===== config.mk =====
export PLATFORM = sky130hd
export DESIGN_NAME = booth_serial_mul
export DESIGN_NICKNAME = d
export VERILOG_FILES = /design/src/rtl/booth_mul_pkg.sv /design/src/rtl/booth_recode.sv /design/src/rtl/booth_step_counter.sv /design/src/rtl/booth_step_dp.sv /design/src/rtl/booth_serial_mul.sv
export SDC_FILE = /design/constraint.sdc
export NUM_CORES = 1
export LEC_CHECK = 0
export BUFFER_PORTS_ARGS = -buffer_cell sky130_fd_sc_hd__buf_2
export CAP_MARGIN = 30
export CORE_MARGIN = 1.5
export CORE_UTILIZATION = 25
export DETAILED_ROUTE_END_ITERATION = 8
export GPL_ROUTABILITY_DRIVEN = 0
export HOLD_SLACK_MARGIN = 0.02
export RECOVER_POWER = 25
export SETUP_SLACK_MARGIN = 0.3
export SLEW_MARGIN = 25
export SYNTH_ARGS = -nofsm -noshare
export SYNTH_HDL_FRONTEND = slang
export SYNTH_HIERARCHICAL = 1
export SYNTH_SLANG_ARGS = --single-unit

===== constraint.sdc =====
create_clock -name clk -period 4.2 [get_ports clk]
set_clock_uncertainty 0.15 [all_clocks]
set_input_delay 0.42 -clock clk [delete_from_list [all_inputs] [get_ports clk]]
set_output_delay 0.42 -clock clk [all_outputs]
set_load 0.05 [all_outputs]

===== src/rtl/booth_mul_pkg.sv =====
package booth_mul_pkg;
    typedef enum logic [1:0] {
        ST_IDLE = 2'd0,
        ST_RUN  = 2'd1,
        ST_DONE = 2'd2
    } mul_state_t;

    typedef enum logic [1:0] {
        OP_KEEP = 2'd0,
        OP_ADD  = 2'd1,
        OP_SUB  = 2'd2
    } booth_op_t;
endpackage


===== src/rtl/booth_recode.sv =====
module booth_recode
    import booth_mul_pkg::*;
(
    input  logic      prev_bit,
    input  logic      cur_bit,
    output booth_op_t op
);
    always_comb begin
        unique case ({prev_bit, cur_bit})
            2'b10:   op = OP_ADD;
            2'b01:   op = OP_SUB;
            default: op = OP_KEEP;
        endcase
    end
endmodule


===== src/rtl/booth_step_counter.sv =====
module booth_step_counter #(
    parameter int CNT_W = 6
) (
    input  logic             clk,
    input  logic             rst_n,
    input  logic             load,
    input  logic             step,
    input  logic [CNT_W-1:0] init,
    output logic             last
);
    localparam logic [CNT_W-1:0] TOP = '1;

    logic [CNT_W-1:0] cnt_q;

    always_ff @(posedge clk or negedge rst_n) begin
        if (!rst_n)
            cnt_q <= '0;
        else if (load)
            cnt_q <= init;
        else if (step)
            cnt_q <= cnt_q + 1'b1;
    end

    // the step taken while the count sits at all ones wraps it to zero
    assign last = (cnt_q == TOP);
endmodule


===== src/rtl/booth_step_dp.sv =====
module booth_step_dp
    import booth_mul_pkg::*;
#(
    parameter int W = 32
) (
    input  logic         clk,
    input  logic         rst_n,
    input  logic         load,
    input  logic         step,
    input  logic [W-1:0] mplier,
    input  logic [W-1:0] mcand,
    output logic [W-1:0] acc,
    output logic [W-1:0] low,
    output logic         prev
);
    logic [W-1:0] acc_q, low_q, mcand_q, sum;
    logic         prev_q;
    booth_op_t    op;

    booth_recode u_recode (
        .prev_bit (prev_q),
        .cur_bit  (low_q[0]),
        .op       (op)
    );

    always_comb begin
        unique case (op)
            OP_ADD:  sum = acc_q + mcand_q;
            OP_SUB:  sum = acc_q - mcand_q;
            default: sum = acc_q;
        endcase
    end

    always_ff @(posedge clk or negedge rst_n) begin
        if (!rst_n) begin
            acc_q   <= '0;
            low_q   <= '0;
            mcand_q <= '0;
            prev_q  <= 1'b0;
        end else if (load) begin
            acc_q   <= '0;
            low_q   <= mplier;
            mcand_q <= mcand;
            prev_q  <= 1'b0;
        end else if (step) begin
            acc_q  <= {sum[W-1], sum[W-1:1]};
            low_q  <= {sum[0], low_q[W-1:1]};
            prev_q <= low_q[0];
        end
    end

    assign acc  = acc_q;
    assign low  = low_q;
    assign prev = prev_q;
endmodule


===== src/rtl/booth_serial_mul.sv =====
module booth_serial_mul
    import booth_mul_pkg::*;
#(
    parameter int WIDTH = 32,
    parameter int CNT_W = 6
) (
    input  logic             clk,
    input  logic             rst_n,
    input  logic             start,
    input  logic [WIDTH-1:0] mplier_in,
    input  logic [WIDTH-1:0] mcand_in,
    input  logic [CNT_W-1:0] steps_in,
    output logic [WIDTH-1:0] acc_o,
    output logic [WIDTH-1:0] low_o,
    output logic             busy_o,
    output logic             done_o
);
    mul_state_t state_q, state_d;
    logic       load, step, last, prev_q;

    always_comb begin
        state_d = state_q;
        unique case (state_q)
            ST_IDLE: if (start) state_d = ST_RUN;
            ST_RUN:  if (last)  state_d = ST_DONE;
            ST_DONE: state_d = ST_IDLE;
            default: state_d = ST_IDLE;
        endcase
    end

    always_ff @(posedge clk or negedge rst_n) begin
        if (!rst_n) state_q <= ST_IDLE;
        else        state_q <= state_d;
    end

    always_comb begin
        load   = 1'b0;
        step   = 1'b0;
        busy_o = 1'b0;
        done_o = 1'b0;
        unique case (state_q)
            ST_IDLE: load = start;
            ST_RUN:  begin step = 1'b1; busy_o = 1'b1; end
            ST_DONE: done_o = 1'b1;
            default: ;
        endcase
    end

    booth_step_counter #(.CNT_W(CNT_W)) u_count (
        .clk   (clk),
        .rst_n (rst_n),
        .load  (load),
        .step  (step),
        .init  (steps_in),
        .last  (last)
    );

    booth_step_dp #(.W(WIDTH)) u_dp (
        .clk    (clk),
        .rst_n  (rst_n),
        .load   (load),
        .step   (step),
        .mplier (mplier_in),
        .mcand  (mcand_in),
        .acc    (acc_o),
        .low    (low_o),
        .prev   (prev_q)
    );
endmodule


==> flow_metrics.tcl, run 1 <==
set metrics [dict create \
    status "finished with violations" \
    failed_checks "max-capacitance violations, max-slew violations" \
    crit_path_max_fanout 5 \
    final_max_slew_viol_count 41 \
    viasPerCell 4.73 \
    insertion_delay_ns 0.36 \
    grt_overflow 0 \
    synth.avg_cell_area_um2 8.98 \
    r2r_end "u_dp/acc[25]" \
    syn_to_final_growth_pct 29.4 \
    post-dp-hpwl_mm 13.6 \
    hold_violations 0 \
    clkSlewWorstSetupHoldPaths_ns 0.08 \
    rsz0062_at_grt "yes" \
    synth_edf_count 0 \
    setup_viol 0 \
    cts_buffer_depth 2 \
    cts_tree "yes" \
    cap_violations 1 \
    drc 0 \
    synth_flop_cell "dfrtp_1" \
    yosysWarnings 6 \
    grt_max_degree 149 \
    die_y_um 170 \
    post-route-period-util_pct 94.4 \
    worstMarginPinSlew_ns 2.43 \
    timing.rr.start "u_dp/mcand_q[11]" \
    drt-initial-drc-count 220 \
    fin_util_pct 32.7 \
    layout_setup_ws_ns 0.236 \
    cts-root-buf "clkbuf_16" \
    ys_seq_area_share_pct 37.2 \
    io_buffers 138 \
    antenna_cells 0 \
    yosysTopAreaCellShare_pct 37.2 \
    ant_nets 0 \
    nNetsFinal 1051 \
    synth_area_um2 7000 \
    path_class "reg2reg" \
    synthesis.nets 888 \
    numCtsBuffers 9 \
    yosysUniqueCellTypes 67 \
    start_kind "flip-flop" \
    clock.fmax_mhz 252 \
    min_from "mplier_in[20]" \
    end_kind "flip-flop" \
    min_to "u_dp/low[20]" \
    fp.dieW_um 170 \
    totalWireLength_mm 19.0 \
    num_vias 6271 \
    holdCritPathClass "in2reg" \
    htree_levels 3 \
    r2r_slack_ns 0.24 \
    place_ws_ns -0.113 \
    hold_depth 3 \
    drive_above_1_share_pct 29.0 \
    synth_seq_cells 104 \
    die-area_um2 29000 \
    grt_pass1_vias 6028 \
    antenna_found_initial 0 \
    syn_inst 780 \
    firstDrtPassIters 4 \
    max_slew_margin_pct -62.0 \
    rr_worst_depth 16 \
    yosysTopAreaCell "dfrtp_1" \
    synth_area_leaders "dfrtp_1 (37%), mux2i_1 (6.6%), ha_1 (6.1%), xnor2_1 (5.3%), nand2_1 (5.0%)" \
    crit_required_ns 4.30 \
    clkSinkCount 104 \
    core_um2 27700 \
    initial_utilization_pct 25.3 \
    grt_pass1_wl_mm 30.8 \
    rows 61 \
    period_needed_ns 3.96 \
    cp.arrival_ns 4.07 \
    io_pins 139 \
    async_flop_share_pct 100 \
    drt-wirelength-per-cell_um 14.4 \
    grt_usage_pct 13.3 \
]
## kinds of logic after synthesis
kind of cell               after synthesis  synth area share, %
AOI/OAI and AO/OA                      213                 18.9
xor gates and xnor gates                58                 7.52
adders and majority gates               35                 6.36
buffers and inverters                   63                 3.45
DFF                                    104                 37.2
muxes                                   72                 10.8
and+or+nand+nor                        235                 15.8
## through the flow
stage	hold WS (ns)	area, µm²	instances	setup TNS, ns
2_1_floorplan	-0.0256	7050	780	0
3_3_place_gp	0.316	8300	1286	-0.0654
3_5_place_dp	0.315	8300	1286	-0.227
4_1_cts	0.0933	8830	1316	0
5_1_grt	0.102	9060	1326	0
6_report	0.113	9060	1326	0
## synth_stat cells (3+ instances only)
cell type	n
a31oi_1	9
or4_1	3
nor3_1	11
mux2_2	26
nor4_1	5
o21a_1	3
inv_1	21
nand2b_1	4
a211o_1	4
o211ai_1	13
mux2i_1	46
dfrtp_1	104
a21o_1	23
o21ai_0	70
nand2_1	94
xor2_1	15
a21oi_1	50
and3_1	4
buf_1	9
xnor2_1	42
clkbuf_1	31
nor2_1	68
nand3_1	8
o21bai_1	6
ha_1	34
nand4_1	6
and2_1	5
nor2b_1	7
a211oi_1	16
## metal layers
layer  track usage, %  wire (µm)
met3             3.19       1000
met4             4.00        371
met5                0          0
met1             16.9       8660
met2             22.1       9000
## critical path, stage by stage, from the launching register on
cell and delay, ns:
dfrtp_1 0.38, or4_4 0.54, or4_4 0.43, and2b_1 0.25, a21oi_2 0.06, xnor2_1 0.14, ha_1 0.36, a21o_1 0.21
a21o_1 0.16, a21oi_2 0.13, nor2_1 0.07, a211oi_2 0.26, o31ai_4 0.14, buf_4 0.16, xor2_1 0.14, mux2i_1 0.09
a211oi_1 0.20
## layout by cell type (no fill, tap or decap), drive strengths merged, types with 2 or more instances in the layout
cell    netlist  routed
nand2b        4       4
and3          4       4
nand3         9       9
o21bai        6       6
nand4         7       7
o211ai       13      13
ha           34      34
nand2        94      94
a2111o        2       2
a31oi         9       9
mux2         26      26
inv          21      26
or3           2       2
and2          5       5
nor3         13      13
mux2i        46      46
and4bb        2       2
buf          10     163
a211o         4       4
o21a          3       3
nor2b         8       8
xnor2        43      43
a21o         23      23
dfrtp       104     104
a21oi        51      51
clkbuf       32      39
xor2         15      15
and2b         3       3
or4           4       4
o21ai        72      72
nor2         69      69
a211oi       16      16
nor4          5       5
## flip-flops by register name, summed over array words and instances (netlist names)
| name | count |
|---|---|
| u_dp/prev | 1 |
| state_q | 2 |
| u_dp/acc | 31 |
| u_count/cnt_q | 6 |
| u_dp/low | 32 |
| u_dp/mcand_q | 32 |
## cell type report
class                      count  area (µm²)
fill                        2860       18600
tap                          378         473
timing repair buffer         194        1140
multi-input combinational    613        4460
inverter                      21        78.8
sequential                   104        2600
clock inverter                 7        81.3
clock buffer                   9         225
## how the worst max path moves through the flow
stage                      from           end  slack, ns
6_report       u_dp/mcand_q[11]  u_dp/acc[25]       0.24
5_1_grt        u_dp/mcand_q[11]  u_dp/acc[25]       0.04
4_1_cts               u_dp/prev  u_dp/acc[29]       0.25
3_5_place_dp    u_dp/mcand_q[8]  u_dp/acc[29]      -0.11
3_3_place_gp    u_dp/mcand_q[1]  u_dp/acc[30]      -0.07
2_1_floorplan       u_dp/low[0]  u_dp/acc[29]       0.29
## repair_timing
item | 4_1_cts | 5_1_grt
hold buffers | 1 | 0
buffers inserted | 13 | 9
pin swaps | 26 | 35
endpoints found under the setup margin | 12 | 17
resized for setup | 25 | 41
endpoints found under the hold margin | 38 | 0
Power of run 1 is not shown: default switching activity piles up to over one toggle a cycle in this logic, so the estimate is an artifact.
==> inputs of run 2 (changes only) <==
--- a/config.mk
+++ b/config.mk
@@ -8,7 +8,7 @@
 export BUFFER_PORTS_ARGS = -buffer_cell sky130_fd_sc_hd__buf_2
 export CAP_MARGIN = 30
 export CORE_MARGIN = 1.5
-export CORE_UTILIZATION = 25
+export CORE_UTILIZATION = 30
 export DETAILED_ROUTE_END_ITERATION = 8
 export GPL_ROUTABILITY_DRIVEN = 0
 export HOLD_SLACK_MARGIN = 0.02
==> run 2 against run 1 <==
Effect of this change:
- the run still ends with max-capacitance violations, max-slew violations left
- global-route usage rose by 2.6 points
- die area fell by 16%
- sequential share of layout area rose by 0.61 points
- via count fell by 1.3%
- clock-buffer cell count did not move
- cell count fell by 5.1%
- cell area fell by 2.0%
- worst hold slack got worse by 0.0075 ns
- non-clock buffer count fell by 3
- fmax rose by 0.53%
- critical path depth fell by 1
- critical endpoint is now u_dp/acc[27]
==> flow_metrics.tcl, run 2 (synthesized netlist as in run 1, its figures left out) <==
set metrics [dict create \
    hold_violations 0 \
    firstDrtPassIters 5 \
    htree_levels 3 \
    setup_viol 0 \
    grt_overflow 0 \
    core_um2 22800 \
    fin_area_um2 8880 \
    grt_pass1_vias 6134 \
    status "finished with violations" \
    clkSinkCount 104 \
    cts-root-buf "clkbuf_16" \
    drive_above_1_share_pct 28.3 \
    antenna_cells 0 \
    start_kind "flip-flop" \
    fin_util_pct 39.0 \
    grt-busiest-layer "met2" \
    grt_util_met1_pct 20.7 \
    cts_tree "yes" \
    final_max_slew_viol_count 41 \
    rsz0062_at_grt "yes" \
    initial_utilization_pct 30.7 \
    cap_violations 1 \
    grt_pass1_wl_mm 31.0 \
    final_common_cell "buf_2" \
    antenna_found_initial 0 \
    path_class "reg2reg" \
    viasPerCell 4.92 \
    grtUsageMet2_pct 26.2 \
    post-dp-hpwl_mm 13.6 \
    period_needed_ns 3.94 \
    grtUsageMet3_pct 3.86 \
    drt-initial-drc-count 302 \
    placed_cell_area_um2 8240 \
    num_vias 6188 \
    cts_buffer_depth 2 \
    holdCritPathClass "in2reg" \
    layout_common_cells "buf_2 (108), dfrtp_1 (102), nand2_1 (90)" \
    die-area_um2 24300 \
    die_y_um 156 \
    grt_max_degree 62 \
    insertion_delay_ns 0.36 \
    grt_usage_pct 15.9 \
    crit_required_ns 4.31 \
    end_kind "flip-flop" \
    fp.dieW_um 156 \
    hold_depth 3 \
    rr_worst_depth 15 \
    nNetsFinal 1048 \
    max_slew_margin_pct -50.8 \
    drt-wirelength-per-cell_um 15.0 \
    worstMarginPinSlew_ns 2.26 \
    rows 55 \
    max_stage_delay_ns 0.54 \
    drc 0 \
    failed_checks "max-capacitance violations, max-slew violations" \
    io_pins 139 \
    worstPathCellList "or4_4 > or4_4 > and2b_1 > a21oi_2 > xnor2_1 > ha_1 > a21o_1 > a21o_1 > a21oi_2 > nor2_2 > a211oi_2 > o31ai_4 > a31oi_4 > nand3b_1 > a311oi_1" \
    syn_to_final_growth_pct 26.8 \
    post-route-period-util_pct 93.9 \
    clock.fmax_mhz 254 \
    crit_path_max_fanout 4 \
    critPathSlowestCell "or4_4" \
    totalWireLength_mm 18.9 \
    io_buffers 138 \
    clkSlewWorstSetupHoldPaths_ns 0.08 \
    ant_nets 0 \
    cp.arrival_ns 4.05 \
    numCtsBuffers 9 \
]
==> run 2: cell count changes in the layout (fill, tap and decap cells not counted), sizes merged <==
cell    previous run  this run
inv               26        24
buf              163       160
bufinv             1         0
clkinv             0         3
==> run 2: layout make-up <==
type                    instances  area [µm²]
multi-input cells             613        4430
fillers                      2354       13900
clock inverters                 7        62.6
clock buffers                   9         225
repair buffers                191        1090
flip-flops and latches        104        2610
inverters                      21        78.8
well taps                     313         392
==> run 2: routing by layer <==
metal	routed length [µm]	up-vias
li1	-	3103
met1	8560	2921
met2	8910	143
met3	1090	21
met4	300	0
met5	0	-
==> run 2: metrics by stage <==
| stage | instances | hold slack, ns | setup TNS [ns] | setup WS, ns |
|---|---|---|---|---|
| after detailed placement | 1224 | 0.298 | -0.0912 | -0.0532 |
| after CTS | 1252 | 0.0905 | 0 | 0.263 |
| after global routing | 1258 | 0.102 | 0 | 0.0873 |
| after global placement | 1224 | 0.307 | -0.0725 | -0.0725 |
| after floorplan | 780 | -0.0256 | 0 | 0.292 |
| final | 1258 | 0.105 | 0 | 0.257 |
==> run 2: worst max-delay path, delay by kind of cell (launching register included) <==
kind	cells	cell delay, ns
AO/OA/AOI/OAI	8	1.48
adder cells (fa/ha/maj)	1	0.34
XOR/XNOR	1	0.13
AND/OR/NAND/NOR	5	1.37
flip-flops	1	0.38
==> run 2: worst paths after layout <==
| check | to | slack, ns | from |
|---|---|---|---|
| max | u_dp/acc[27] | 0.26 | u_dp/mcand_q[11] |
| min | u_dp/low[4] | 0.11 | mplier_in[4] |
| max reg2reg | u_dp/acc[27] | 0.26 | u_dp/mcand_q[11] |
| min reg2reg | u_dp/mcand_q[31] | 0.39 | u_dp/mcand_q[31] |
| max in group asynchronous | u_dp/acc[20] | 1.27 | rst_n |
| min in group asynchronous | u_count/cnt_q[5] | 1.15 | rst_n |
==> run 2: repair_timing <==
action	in CTS	in global routing
hold buffers	1	0
setup endpoints to repair	11	16
buffers inserted	11	6
pin swaps	23	37
hold endpoints to repair	38	0
resized for setup	32	30
Power of run 2 is left out for the same reason.
